$ cat src/rtl/segbase_pkg.sv
package segbase_pkg;

  typedef enum logic [2:0] {
    OP_IDLE   = 3'd0,
    OP_MSR_RD = 3'd1,
    OP_MSR_WR = 3'd2,
    OP_RD_FS  = 3'd3,
    OP_RD_GS  = 3'd4,
    OP_WR_FS  = 3'd5,
    OP_WR_GS  = 3'd6,
    OP_SWAP   = 3'd7
  } op_e;

  typedef enum logic [1:0] {
    SEL_NONE = 2'd0,
    SEL_FS   = 2'd1,
    SEL_GS   = 2'd2,
    SEL_KGS  = 2'd3
  } sel_e;

endpackage

$ cat src/rtl/segbase_canon.sv
module segbase_canon #(
  parameter int DATA_W  = 64,
  parameter int VA_BITS = 48
) (
  input  logic [DATA_W-1:0] value_i,
  output logic              ok_o
);
  localparam int TOP_W = DATA_W - VA_BITS + 1;

  logic [TOP_W-1:0] upper;
  assign upper = value_i[DATA_W-1:VA_BITS-1];
  assign ok_o  = (upper == '0) || (upper == '1);
endmodule

$ cat src/rtl/segbase_ctrl.sv
module segbase_ctrl #(
  parameter logic [31:0] ADDR_FS  = 32'hC000_0100,
  parameter logic [31:0] ADDR_GS  = 32'hC000_0101,
  parameter logic [31:0] ADDR_KGS = 32'hC000_0102
) (
  input  segbase_pkg::op_e  op_i,
  input  logic [31:0]       msr_addr_i,
  input  logic [1:0]        cpl_i,
  input  logic              fast_en_i,
  input  logic              wdata_ok_i,
  output segbase_pkg::sel_e sel_o,
  output logic              wr_en_o,
  output logic              rd_en_o,
  output logic              swap_en_o,
  output logic              gp_o,
  output logic              ud_o
);
  import segbase_pkg::*;

  logic   is_msr, is_fast, is_wr, is_rd, privileged;
  sel_e   msr_sel;

  always_comb begin
    unique case (msr_addr_i)
      ADDR_FS:  msr_sel = SEL_FS;
      ADDR_GS:  msr_sel = SEL_GS;
      ADDR_KGS: msr_sel = SEL_KGS;
      default:  msr_sel = SEL_NONE;
    endcase
  end

  always_comb begin
    is_msr  = (op_i == OP_MSR_RD) || (op_i == OP_MSR_WR);
    is_fast = (op_i == OP_RD_FS) || (op_i == OP_RD_GS) ||
              (op_i == OP_WR_FS) || (op_i == OP_WR_GS);
    is_wr   = (op_i == OP_MSR_WR) || (op_i == OP_WR_FS) || (op_i == OP_WR_GS);
    is_rd   = (op_i == OP_MSR_RD) || (op_i == OP_RD_FS) || (op_i == OP_RD_GS);
    privileged = is_msr || (op_i == OP_SWAP);

    unique case (op_i)
      OP_MSR_RD, OP_MSR_WR: sel_o = msr_sel;
      OP_RD_FS, OP_WR_FS:   sel_o = SEL_FS;
      OP_RD_GS, OP_WR_GS:   sel_o = SEL_GS;
      default:              sel_o = SEL_NONE;
    endcase

    ud_o = is_fast && !fast_en_i;
    gp_o = !ud_o && ((privileged && (cpl_i != 2'd0)) ||
                     (is_msr && (msr_sel == SEL_NONE)) ||
                     (is_wr && !wdata_ok_i));

    wr_en_o   = is_wr && !ud_o && !gp_o;
    rd_en_o   = is_rd && !ud_o && !gp_o;
    swap_en_o = (op_i == OP_SWAP) && !gp_o;
  end
endmodule

$ cat src/rtl/segbase_store.sv
module segbase_store #(
  parameter int DATA_W = 64
) (
  input  logic              clk,
  input  logic              rst,
  input  segbase_pkg::sel_e sel_i,
  input  logic              wr_en_i,
  input  logic              swap_en_i,
  input  logic [DATA_W-1:0] wdata_i,
  output logic [DATA_W-1:0] fs_q,
  output logic [DATA_W-1:0] gs_q,
  output logic [DATA_W-1:0] kgs_q
);
  import segbase_pkg::*;

  always_ff @(posedge clk) begin
    if (rst) begin
      fs_q  <= '0;
      gs_q  <= '0;
      kgs_q <= '0;
    end else if (swap_en_i) begin
      gs_q  <= kgs_q;
      kgs_q <= gs_q;
    end else if (wr_en_i) begin
      unique case (sel_i)
        SEL_FS:  fs_q  <= wdata_i;
        SEL_GS:  gs_q  <= wdata_i;
        SEL_KGS: kgs_q <= wdata_i;
        default: ;
      endcase
    end
  end
endmodule

$ cat src/rtl/segbase_regfile.sv
module segbase_regfile #(
  parameter int          DATA_W   = 64,
  parameter int          VA_BITS  = 48,
  parameter logic [31:0] ADDR_FS  = 32'hC000_0100,
  parameter logic [31:0] ADDR_GS  = 32'hC000_0101,
  parameter logic [31:0] ADDR_KGS = 32'hC000_0102
) (
  input  logic              clk,
  input  logic              rst,
  input  logic [2:0]        op_i,
  input  logic [31:0]       msr_addr_i,
  input  logic [DATA_W-1:0] wdata_i,
  input  logic [1:0]        cpl_i,
  input  logic              fast_en_i,
  output logic [DATA_W-1:0] rd_data_o,
  output logic              rd_valid_o,
  output logic              fault_gp_o,
  output logic              fault_ud_o,
  output logic [DATA_W-1:0] fs_base_o,
  output logic [DATA_W-1:0] gs_base_o
);
  import segbase_pkg::*;

  op_e               op;
  sel_e              sel;
  logic              wdata_ok, wr_en, rd_en, swap_en, gp, ud;
  logic [DATA_W-1:0] fs_q, gs_q, kgs_q, rd_mux;

  assign op = op_e'(op_i);

  segbase_canon #(.DATA_W(DATA_W), .VA_BITS(VA_BITS)) u_canon (
    .value_i (wdata_i),
    .ok_o    (wdata_ok)
  );

  segbase_ctrl #(.ADDR_FS(ADDR_FS), .ADDR_GS(ADDR_GS), .ADDR_KGS(ADDR_KGS)) u_ctrl (
    .op_i       (op),
    .msr_addr_i (msr_addr_i),
    .cpl_i      (cpl_i),
    .fast_en_i  (fast_en_i),
    .wdata_ok_i (wdata_ok),
    .sel_o      (sel),
    .wr_en_o    (wr_en),
    .rd_en_o    (rd_en),
    .swap_en_o  (swap_en),
    .gp_o       (gp),
    .ud_o       (ud)
  );

  segbase_store #(.DATA_W(DATA_W)) u_store (
    .clk       (clk),
    .rst       (rst),
    .sel_i     (sel),
    .wr_en_i   (wr_en),
    .swap_en_i (swap_en),
    .wdata_i   (wdata_i),
    .fs_q      (fs_q),
    .gs_q      (gs_q),
    .kgs_q     (kgs_q)
  );

  always_comb begin
    unique case (sel)
      SEL_FS:  rd_mux = fs_q;
      SEL_GS:  rd_mux = gs_q;
      SEL_KGS: rd_mux = kgs_q;
      default: rd_mux = '0;
    endcase
  end

  always_ff @(posedge clk) begin
    if (rst) begin
      rd_data_o  <= '0;
      rd_valid_o <= 1'b0;
      fault_gp_o <= 1'b0;
      fault_ud_o <= 1'b0;
    end else begin
      rd_data_o  <= rd_en ? rd_mux : '0;
      rd_valid_o <= rd_en;
      fault_gp_o <= gp;
      fault_ud_o <= ud;
    end
  end

  assign fs_base_o = fs_q;
  assign gs_base_o = gs_q;
endmodule

$ cat config.mk
export PLATFORM = sky130hd
export DESIGN_NAME = segbase_regfile
export DESIGN_NICKNAME = d
export VERILOG_FILES = /design/src/rtl/segbase_pkg.sv /design/src/rtl/segbase_canon.sv /design/src/rtl/segbase_ctrl.sv /design/src/rtl/segbase_store.sv /design/src/rtl/segbase_regfile.sv
export SDC_FILE = /design/constraint.sdc
export NUM_CORES = 1
export LEC_CHECK = 0
export BUFFER_PORTS_ARGS = -buffer_cell sky130_fd_sc_hd__buf_2
export CORE_ASPECT_RATIO = 0.8
export CORE_MARGIN = 8
export CORE_UTILIZATION = 35
export CTS_CLUSTER_DIAMETER = 200
export DETAILED_ROUTE_END_ITERATION = 12
export PLACE_DENSITY = 0.66
export SLEW_MARGIN = 10
export SYNTH_ARGS = -nofsm -noshare
export SYNTH_HDL_FRONTEND = slang
export SYNTH_SLANG_ARGS = --single-unit
$ cat constraint.sdc
create_clock -name clk -period 2.4 [get_ports clk]
set_input_delay 0.36 -clock clk [delete_from_list [all_inputs] [get_ports clk]]
set_output_delay 0.36 -clock clk [all_outputs]
set_load 0.01 [all_outputs]
==> flow_metrics.py, run 1 <==
metrics = {
    "synthesis": {
        "synth_cell_types": 45,
        "synth_area_per_cell_um2": 8.617,
        "synth-xor-area-share_pct": 0.2224,
        "synthMuxAreaShare_pct": 6.100,
        "syn_inst": 1371,
        "ys_seq_area_share_pct": 43.89,
        "yosys_register_bits": 259,
        "async_flop_share_pct": 0,
        "synth_top_family_by_area": "simple AND/OR/NAND/NOR gates",
        "synth_edf_count": 0,
        "synth_flop_cell": "dfxtp_1",
        "yosysWarnings": 0,
        "synth.net_count": 1475,
        "synthAdderAreaFrac_pct": 0,
        "synth_compound_area_share_pct": 19.10,
        "yosys.area_share.simple_pct": 25.06,
        "synth_area_mm2": 0.01181,
    },
    "worst_setup_path": {
        "end_kind": "flop",
        "rr_worst_depth": 3,
        "arrival_ns": 2.68,
        "crit_chain": "buf_2, nor4_1, buf_4, nand3b_1, o32ai_4, o211ai_4, a2111oi_4, buf_4, buf_12, nor3_1, nor4_2",
        "crit_end": "u_store.kgs_q[30]$_SDFFE_PP0P_",
        "crit_type": "primary input to flop",
        "reg2reg_slack_ns": 1.42,
        "timing.critical_path.from": "msr_addr_i[10]",
        "cp_slowest_stage_delay_ns": 0.36,
        "critPathMostFrequentCell": "buf_4",
        "crit_slowest_cell": "nor4_1",
        "reg2reg_to": "rd_data_o[48]$_SDFF_PP0_",
        "crit_fanout": 18,
        "start_kind": "primary input",
        "cp.required_ns": 2.86,
        "regToRegStartpoint": "u_store.gs_q[48]$_SDFFE_PP0P_",
    },
    "drt": {
        "drcViolationCount": 0,
        "vias": 11480,
        "postRouteAntennaNets": 0,
        "first_iter_violations": 849,
        "via_per_inst": 5.510,
        "totalWireLength_um": 41320,
        "post_drt_wl_per_cell_um": 19.83,
        "drtPass1Iterations": 5,
    },
    "sta": {
        "clock.fmax_mhz": 451.9,
        "final-hold-violation-count": 0,
        "finClkSkew_ns": 0.01600,
        "relSlewSlack_pct": 66.79,
        "fin_hold_ws_ns": 0.07243,
        "fin_crit_sh_pct": 92.20,
        "min_period_ns": 2.213,
        "grt_setup_unrepaired": "false",
        "setup_viol": 0,
        "tightest_slew_ns": 0.4981,
        "timing.final.ws_setup_ns": 0.1872,
        "drv_slew": 0,
    },
    "place": {
        "io_buffer_count": 298,
        "dp_slack_ns": -0.3780,
        "dp_cells": 2033,
        "place.gp.congestion": 0.7827,
        "place_hpwl_um": 27520,
    },
    "hold_path": {
        "min_path_type": "primary input to flop",
    },
    "power": {
        "power_frac_comb_pct": 10.5,
        "power_switching_uw": 2478,
        "p_total_uw": 9690,
        "power.share.switching_pct": 25.57,
        "power_frac_seq_pct": 45.8,
        "leakagePower_uw": 0.006400,
        "power.density_mw_per_mm2": 637.9,
        "p_int_uw": 7212,
        "clockPowerShare_pct": 43.7,
        "ir_drop_mv": 0.5290,
    },
    "outcome": {
        "status": "complete, no violations",
    },
    "cts": {
        "holdBufCountCts": 0,
        "cts_resized": 0,
        "numCtsBuffers": 28,
        "worstSkewPairLatency_ns": 0.55,
        "clock-root-buffer": "clkbuf_16",
        "cts_tree": "built",
        "htreeDepth": 1,
        "cts.path.max_buffers": 3,
        "path_clk_slew_ns": 0.07,
        "cts_num_sinks": 259,
        "post_cts_buffers": 0,
    },
    "floorplanning": {
        "dieArea_mm2": 0.03992,
        "row_count": 60,
        "core_area_mm2": 0.03341,
        "start_util_pct": 35.36,
        "die_height_um": 180.3,
        "io_pins": 299,
        "die_w_um": 221.4,
    },
    "grt": {
        "antenna_found_initial": 5,
        "grt_pass1_vias": 11400,
        "grt-ovfl-total": 0,
        "grt_pass1_wl_um": 65670,
        "grt_max_degree": 75,
        "track_usage_pct": 19.72,
    },
    "finish": {
        "nets": 1733,
        "final_util_pct": 45.48,
        "stdcell_count": 2084,
        "areaGrowthSynthToFinish_pct": 28.60,
        "drive_gt1_share_pct": 34.45,
    },
    "job": {
        "cap_viol_max_count": 0,
    },
}
kinds of logic after synthesis:
family | Yosys count
mux | 64
flops | 259
simple gates | 557
buf+inv | 147
compound gates | 341
xor+xnor | 3
worst min path at each step:
stage | startpoint | end | slack, ns | depth (start not counted)
2_1_floorplan | fast_en_i | fault_ud_o$_SDFF_PP0_ | 0.44 | 1
3_3_place_gp | u_store.fs_q[17]$_SDFFE_PP0P_ | u_store.fs_q[17]$_SDFFE_PP0P_ | 0.45 | 2
3_5_place_dp | u_store.fs_q[32]$_SDFFE_PP0P_ | u_store.fs_q[32]$_SDFFE_PP0P_ | 0.46 | 2
4_1_cts | fast_en_i | fault_ud_o$_SDFF_PP0_ | 0.04 | 2
5_1_grt | fast_en_i | fault_ud_o$_SDFF_PP0_ | 0.06 | 2
6_report | fast_en_i | fault_ud_o$_SDFF_PP0_ | 0.07 | 2
cells in the mapped netlist (all sizes together) (5+ instances only):
cell / instances / share of area (%)
dfxtp: 259 / 44
mux2: 64 / 6.1
a22oi: 64 / 4.1
nor2: 199 / 6.3
nor4: 58 / 4.8
inv: 5 / 0.16
a31oi: 47 / 2.5
o21ai: 65 / 2.8
nor3: 98 / 6.0
clkbuf: 100 / 3.2
and3: 47 / 2.5
a211oi: 82 / 5.2
a21oi: 67 / 2.9
nand2: 136 / 4.3
buf: 42 / 2.3
nand4: 7 / 0.42
layout make-up:
cell class | instances | area [µm²]
Inverter | 5 | 18.77
Clock buffer | 45 | 865.8
Sequential cell | 259 | 5185
Timing Repair Buffer | 370 | 2426
Tap cell | 434 | 543.0
Multi-Input combinational cell | 965 | 6122
Antenna cell | 1 | 2.502
Clock inverter | 5 | 28.78
Fill cell | 3251 | 18220
cells in the final DEF (no fill, tap or decap), drive strengths merged, types with 2 or more instances in the layout:
cell,count
mux2,64
buf,370
o21ai,65
nand2,136
o31ai,2
nand3b,2
nor3,98
dfxtp,259
a211oi,82
a21oi,67
o22ai,2
o211ai,2
xor2,3
nor2,199
and3,47
nor2b,3
clkinv,5
inv,5
nand3,4
o22a,2
nand4,7
clkbuf,45
nor4,58
a31oi,47
a22oi,64
critical path, delay by kind of cell:
kind            cells  cell delay [ns]
compound gates      3             0.86
simple gates        4             0.81
buf+inv             4             0.63
stage by stage:
step	TNS [ns]	cell area [µm²]
floorplan	-1.472	11930
global placement	-69.77	14290
detailed placement	-67.72	14290
CTS	0	15180
global route	0	15190
finish	0	15190
state kept, by name, indices dropped and copies added, names as in the netlist:
| signal | flops |
|---|---|
| rd_data_o | 64 |
| u_store.fs_q | 64 |
| u_store.kgs_q | 64 |
| rd_valid_o | 1 |
| fault_gp_o | 1 |
| u_store.gs_q | 64 |
| fault_ud_o | 1 |
power groups by stage:
stage	Combinational, µW	Clock (µW)	Sequential, µW
after floorplan	492	0	4540
after global placement	994	0	4530
after detailed placement	1010	0	4530
after CTS	1010	4330	4440
after global routing	1090	4500	4450
final	1020	4240	4440
routing by layer:
metal  vias up  GRT usage (%)  wire length [µm]
li1       5457              -                 -
met1      5520          25.74             17930
met2       432          32.11             19360
met3        65          5.156              3213
met4         8          4.904               776
met5         -              0                46
No activity file was read; power rests on OpenSTA's default activity.
==> run 2, diff against run 1 <==
Settings changed: PLACE_DENSITY 0.66 to 0.64.
Clock period 2.4 ns to 2.58 ns, I/O delays scaled along.
==> run 2 against run 1 <==
Net effect:
- cell count fell by 0.43%
- sequential cell count did not move
- total power fell by 5.5%
- largest cell class unchanged
- setup slack improved by 0.14 ns
- core utilization fell by 0.46 points
- critical path depth fell by 1
- clock skew fell by 0.0026 ns
- global-route usage barely moved
- wire length rose by 0.19%
==> flow_metrics.py, run 2 (synthesis gave the netlist of run 1 again) <==
metrics = {
    "worst_setup_path": {
        "rr_worst_depth": 3,
        "start_kind": "primary input",
        "cp.required_ns": 3.03,
        "crit_slowest_cell": "o32ai_4",
        "crit_fanout": 18,
        "crit_type": "primary input to flop",
        "critPathMostFrequentCell": "nor4_2",
        "cp_slowest_stage_delay_ns": 0.40,
        "arrival_ns": 2.71,
        "crit_chain": "buf_2, nor4_2, nand4_2, o32ai_4, o211ai_4, a2111oi_4, buf_4, buf_12, nor3_1, nor4_2",
        "end_kind": "flop",
    },
    "finish": {
        "areaGrowthSynthToFinish_pct": 27.30,
        "drive_gt1_share_pct": 34.27,
        "fin_area_mm2": 0.01504,
        "final_cell_mix": "buf_2 (297), dfxtp_1 (259), nor2_1 (198)",
        "final_util_pct": 45.02,
        "nets": 1723,
        "final_common_cell": "buf_2",
    },
    "place": {
        "place.gp.congestion": 0.7959,
        "dpl_cell_area_mm2": 0.01410,
        "io_buffer_count": 298,
        "place_hpwl_um": 26660,
    },
    "cts": {
        "cts_num_sinks": 259,
        "clock-root-buffer": "clkbuf_16",
        "worstSkewPairLatency_ns": 0.55,
        "post_cts_buffers": 0,
        "numCtsBuffers": 27,
        "cts_resized": 0,
        "path_clk_slew_ns": 0.06,
        "cts_tree": "built",
        "htreeDepth": 1,
        "cts.path.max_buffers": 3,
        "holdBufCountCts": 0,
    },
    "floorplanning": {
        "die_w_um": 221.4,
        "die_height_um": 180.3,
        "io_pins": 299,
        "start_util_pct": 35.36,
        "dieArea_mm2": 0.03992,
        "core_area_mm2": 0.03341,
        "row_count": 60,
    },
    "power": {
        "leakagePower_uw": 0.006392,
        "power.density_mw_per_mm2": 608.8,
        "p_total_uw": 9156,
        "ir_drop_mv": 0.4270,
    },
    "job": {
        "cap_viol_max_count": 0,
    },
    "grt": {
        "grt_use_met3_pct": 4.245,
        "grt-busiest-layer": "met2",
        "antenna_found_initial": 3,
        "track_usage_pct": 19.73,
        "gr-usage-met2_pct": 31.91,
        "gr-usage-met1_pct": 26.28,
        "grt_pass1_wl_um": 66010,
        "grt_pass1_vias": 11540,
        "grt-ovfl-total": 0,
        "grt_max_degree": 120,
    },
    "drt": {
        "totalWireLength_um": 41400,
        "drcViolationCount": 0,
        "first_iter_violations": 992,
        "via_per_inst": 5.573,
        "drtPass1Iterations": 5,
        "vias": 11560,
        "postRouteAntennaNets": 0,
        "post_drt_wl_per_cell_um": 19.95,
    },
    "sta": {
        "clock.fmax_mhz": 443.2,
        "relSlewSlack_pct": 53.47,
        "tns_ns": 0,
        "drv_slew": 0,
        "grt_setup_unrepaired": "false",
        "tightest_slew_ns": 0.6979,
        "min_period_ns": 2.256,
        "fin_crit_sh_pct": 87.45,
        "setup_viol": 0,
        "final-hold-violation-count": 0,
        "finClkSkew_ns": 0.01335,
    },
    "hold_path": {
        "hold_path_depth": 3,
        "min_path_type": "primary input to flop",
    },
    "outcome": {
        "status": "complete, no violations",
    },
}
## run 2: cell types whose count changed in the layout (fill, tap and decap cells not counted), sizes merged
cell / change
clkbuf: -6
buf: -9
bufinv: +3
clkinv: +1
clkinvlp: +1
inv: +1
## run 2: layout make-up
class	instances	area [µm²]
antenna	1	2.502
clock buffer	39	800.8
clock inverter	11	136.4
fill	3170	18370
inverter	5	18.77
multi-input combinational	965	6032
sequential	259	5185
tap	434	543.0
timing repair buffer	361	2321
## run 2: power by group
part / leakage [µW] / internal, µW / switching [µW] / total (µW)
clock network: 0.000466 / 2450 / 1660 / 4110
logic: 0.00383 / 346 / 574 / 920
registers: 0.00209 / 4070 / 59.6 / 4130
total: 0.00639 / 6860 / 2290 / 9160
## run 2: worst paths after layout
kind / startpoint / end / slack, ns
hold reg to reg: u_store.fs_q[40]$_SDFFE_PP0P_ / u_store.fs_q[40]$_SDFFE_PP0P_ / 0.47
setup / recovery: msr_addr_i[27] / u_store.kgs_q[29]$_SDFFE_PP0P_ / 0.32
setup reg to reg: u_store.gs_q[61]$_SDFFE_PP0P_ / rd_data_o[61]$_SDFF_PP0_ / 1.61
hold / removal: wdata_i[5] / u_store.fs_q[5]$_SDFFE_PP0P_ / 0.1
## run 2: through the flow
| step | hold WS, ns | worst slack, ns | cells |
|---|---|---|---|
| final | 0.09999 | 0.3239 | 2075 |
| after detailed placement | 0.4592 | -0.2370 | 2024 |
| after global placement | 0.4505 | -0.1296 | 2024 |
| after global routing | 0.09435 | 0.1115 | 2075 |
| after floorplan | 0.4512 | 0.06078 | 1371 |
| after CTS | 0.07658 | 0.3285 | 2074 |
## run 2: layer usage
metal | vias up | routed length, µm | share of wire [%]
met2 | 467 | 19140 | 46
li1 | 5445 | - | -
met4 | 4 | 908 | 2.2
met5 | - | 25 | 0.060
met1 | 5580 | 18410 | 44
met3 | 67 | 2924 | 7.1
## run 2: worst max-delay path, delay by kind of cell
kind                   cells  cell delay, ns
AOI/OAI and AO/OA          3            0.96
and+or+nand+nor            4            0.87
buffers and inverters      3            0.47
==> run 3, diff against run 2 <==
Settings changed: CORE_UTILIZATION 35 to 58, PLACE_DENSITY 0.64 to 0.93.
==> run 3 against run 2 <==
Net effect:
- setup slack got worse by 0.22 ns
- cell area is 2.1% lower
- sequential cell count stayed put
- cell count fell by 8.6%
- clock skew shrank 0.0022 ns
- non-clock buffer count shrank 4
- global-route usage is 10 points higher
- via count is 5.5% higher
- critical path type unchanged
==> flow_metrics.py, run 3 (synthesis gave the netlist of run 1 again) <==
metrics = {
    "floorplanning": {
        "die_w_um": 175.6,
        "dieArea_mm2": 0.02522,
        "start_util_pct": 59.32,
        "row_count": 46,
        "io_pins": 299,
        "die_height_um": 143.7,
        "core_area_mm2": 0.01991,
    },
    "cts": {
        "worstSkewPairLatency_ns": 0.53,
        "clock-root-buffer": "clkbuf_16",
        "path_clk_slew_ns": 0.07,
        "cts.path.max_buffers": 3,
        "numCtsBuffers": 26,
        "cts_num_sinks": 259,
        "htreeDepth": 1,
        "cts_tree": "built",
    },
    "grt": {
        "track_usage_pct": 30.11,
        "grt-ovfl-total": 0,
        "grt_max_degree": 107,
        "grt_pass1_wl_um": 63340,
        "grt_pass1_vias": 12340,
        "antenna_found_initial": 0,
    },
    "hold_path": {
        "min_path_type": "primary input to flop",
        "hold_path_depth": 2,
    },
    "finish": {
        "final_common_cell": "buf_2",
        "final_cell_mix": "buf_2 (297), dfxtp_1 (259), nor2_1 (198)",
        "diodes": 0,
        "drive_gt1_share_pct": 33.93,
        "nets": 1718,
        "areaGrowthSynthToFinish_pct": 24.59,
        "fin_area_mm2": 0.01472,
    },
    "drt": {
        "post_drt_wl_per_cell_um": 21.26,
        "totalWireLength_um": 40330,
        "vias": 12200,
        "drcViolationCount": 0,
        "postRouteAntennaNets": 0,
        "drtPass1Iterations": 6,
        "via_per_inst": 6.433,
        "first_iter_violations": 1663,
    },
    "sta": {
        "drv_slew": 0,
        "clock.fmax_mhz": 403.2,
        "fin_crit_sh_pct": 96.13,
        "fin_hold_ws_ns": 0.1120,
        "final-hold-violation-count": 0,
        "tightest_slew_ns": 0.6124,
        "min_period_ns": 2.480,
        "setup_viol": 0,
        "finClkSkew_ns": 0.01111,
        "relSlewSlack_pct": 59.17,
    },
    "worst_setup_path": {
        "start_kind": "primary input",
        "rr_worst_depth": 3,
        "critical_path.top_delay_family": "simple AND/OR/NAND/NOR gates",
        "cp.required_ns": 3.01,
        "crit_cells": 11,
        "crit_buf_inv": 4,
        "cp_slowest_stage_delay_ns": 0.42,
        "crit_chain": "buf_2, nor4_1, nand4_1, buf_4, o31ai_4, nand2_2, a2111oi_4, buf_4, buf_6, nor3_1, nor4_1",
        "reg2reg_slack_ns": 1.52,
        "crit_fanout": 23,
        "crit_slowest_cell": "a2111oi_4",
        "end_kind": "flop",
        "arrival_ns": 2.91,
        "crit_type": "primary input to flop",
    },
    "outcome": {
        "status": "complete, no violations",
    },
    "place": {
        "dpl_cell_area_mm2": 0.01379,
        "place.gp.congestion": 0.8540,
        "io_buffer_count": 298,
        "place_hpwl_um": 25630,
    },
    "power": {
        "leakagePower_uw": 0.006323,
        "ir_drop_mv": 0.5064,
        "power.density_mw_per_mm2": 613.6,
    },
    "job": {
        "cap_viol_max_count": 0,
    },
}
==> run 3: cell types whose count changed in the layout (fill, tap and decap cells not counted), moves of 2 or more <==
cell      delta
clkinv_2     -3
clkbuf_1     +2
buf_12       -5
clkbuf_8     -2
==> run 3: cell type report <==
cell class | instances | area (µm²)
clock buffer | 39 | 780.7
fill | 1401 | 5195
multi-input combinational | 965 | 6033
tap | 264 | 330.3
inverter | 5 | 18.77
sequential | 259 | 5185
timing repair buffer | 357 | 2250
clock inverter | 8 | 121.4
==> run 3: report_power, final <==
part | leakage (µW) | total (µW) | switching (µW) | internal [µW]
logic | 0.00379 | 902 | 572 | 330
clock network | 0.000442 | 4000 | 1610 | 2390
registers | 0.00209 | 4130 | 62.4 | 4070
==> run 3: layer usage <==
metal  wire, µm  GRT usage, %  up-vias
met5          0             0        -
met4       1589         15.27        0
met3       4616         7.002      143
met2      19030         49.30      855
met1      15090         36.74     5784
li1           -             -     5421
==> run 3: final timing paths <==
kind | start | to
worst max-delay path | msr_addr_i[2] | u_store.kgs_q[4]$_SDFFE_PP0P_
worst min-delay path | fast_en_i | fault_ud_o$_SDFF_PP0_
worst min register to register | u_store.fs_q[24]$_SDFFE_PP0P_ | u_store.fs_q[24]$_SDFFE_PP0P_
worst max register to register | u_store.gs_q[4]$_SDFFE_PP0P_ | rd_data_o[4]$_SDFF_PP0_
==> run 3: timing repair <==
item                       in CTS  in global routing
setup endpoints to repair       0                  1
hold buffers                    0                  0
buffers inserted                0                  1
resized for setup               0                  2
==> run 3: stage by stage <==
| stage | TNS [ns] | power (µW) | cells | worst slack [ns] | util (%) |
|---|---|---|---|---|---|
| floorplan | 0 | 4674 | 1371 | 0.06078 | - |
| global placement | -9.488 | 5057 | 1848 | -0.1104 | 69.23 |
| detailed placement | -25.69 | 5083 | 1848 | -0.2384 | 69.23 |
| CTS | 0 | 9023 | 1895 | 0.2588 | 73.76 |
| global route | -0.01003 | 9266 | 1897 | -0.008449 | 73.91 |
| finish | 0 | 9031 | 1897 | 0.09979 | 73.91 |
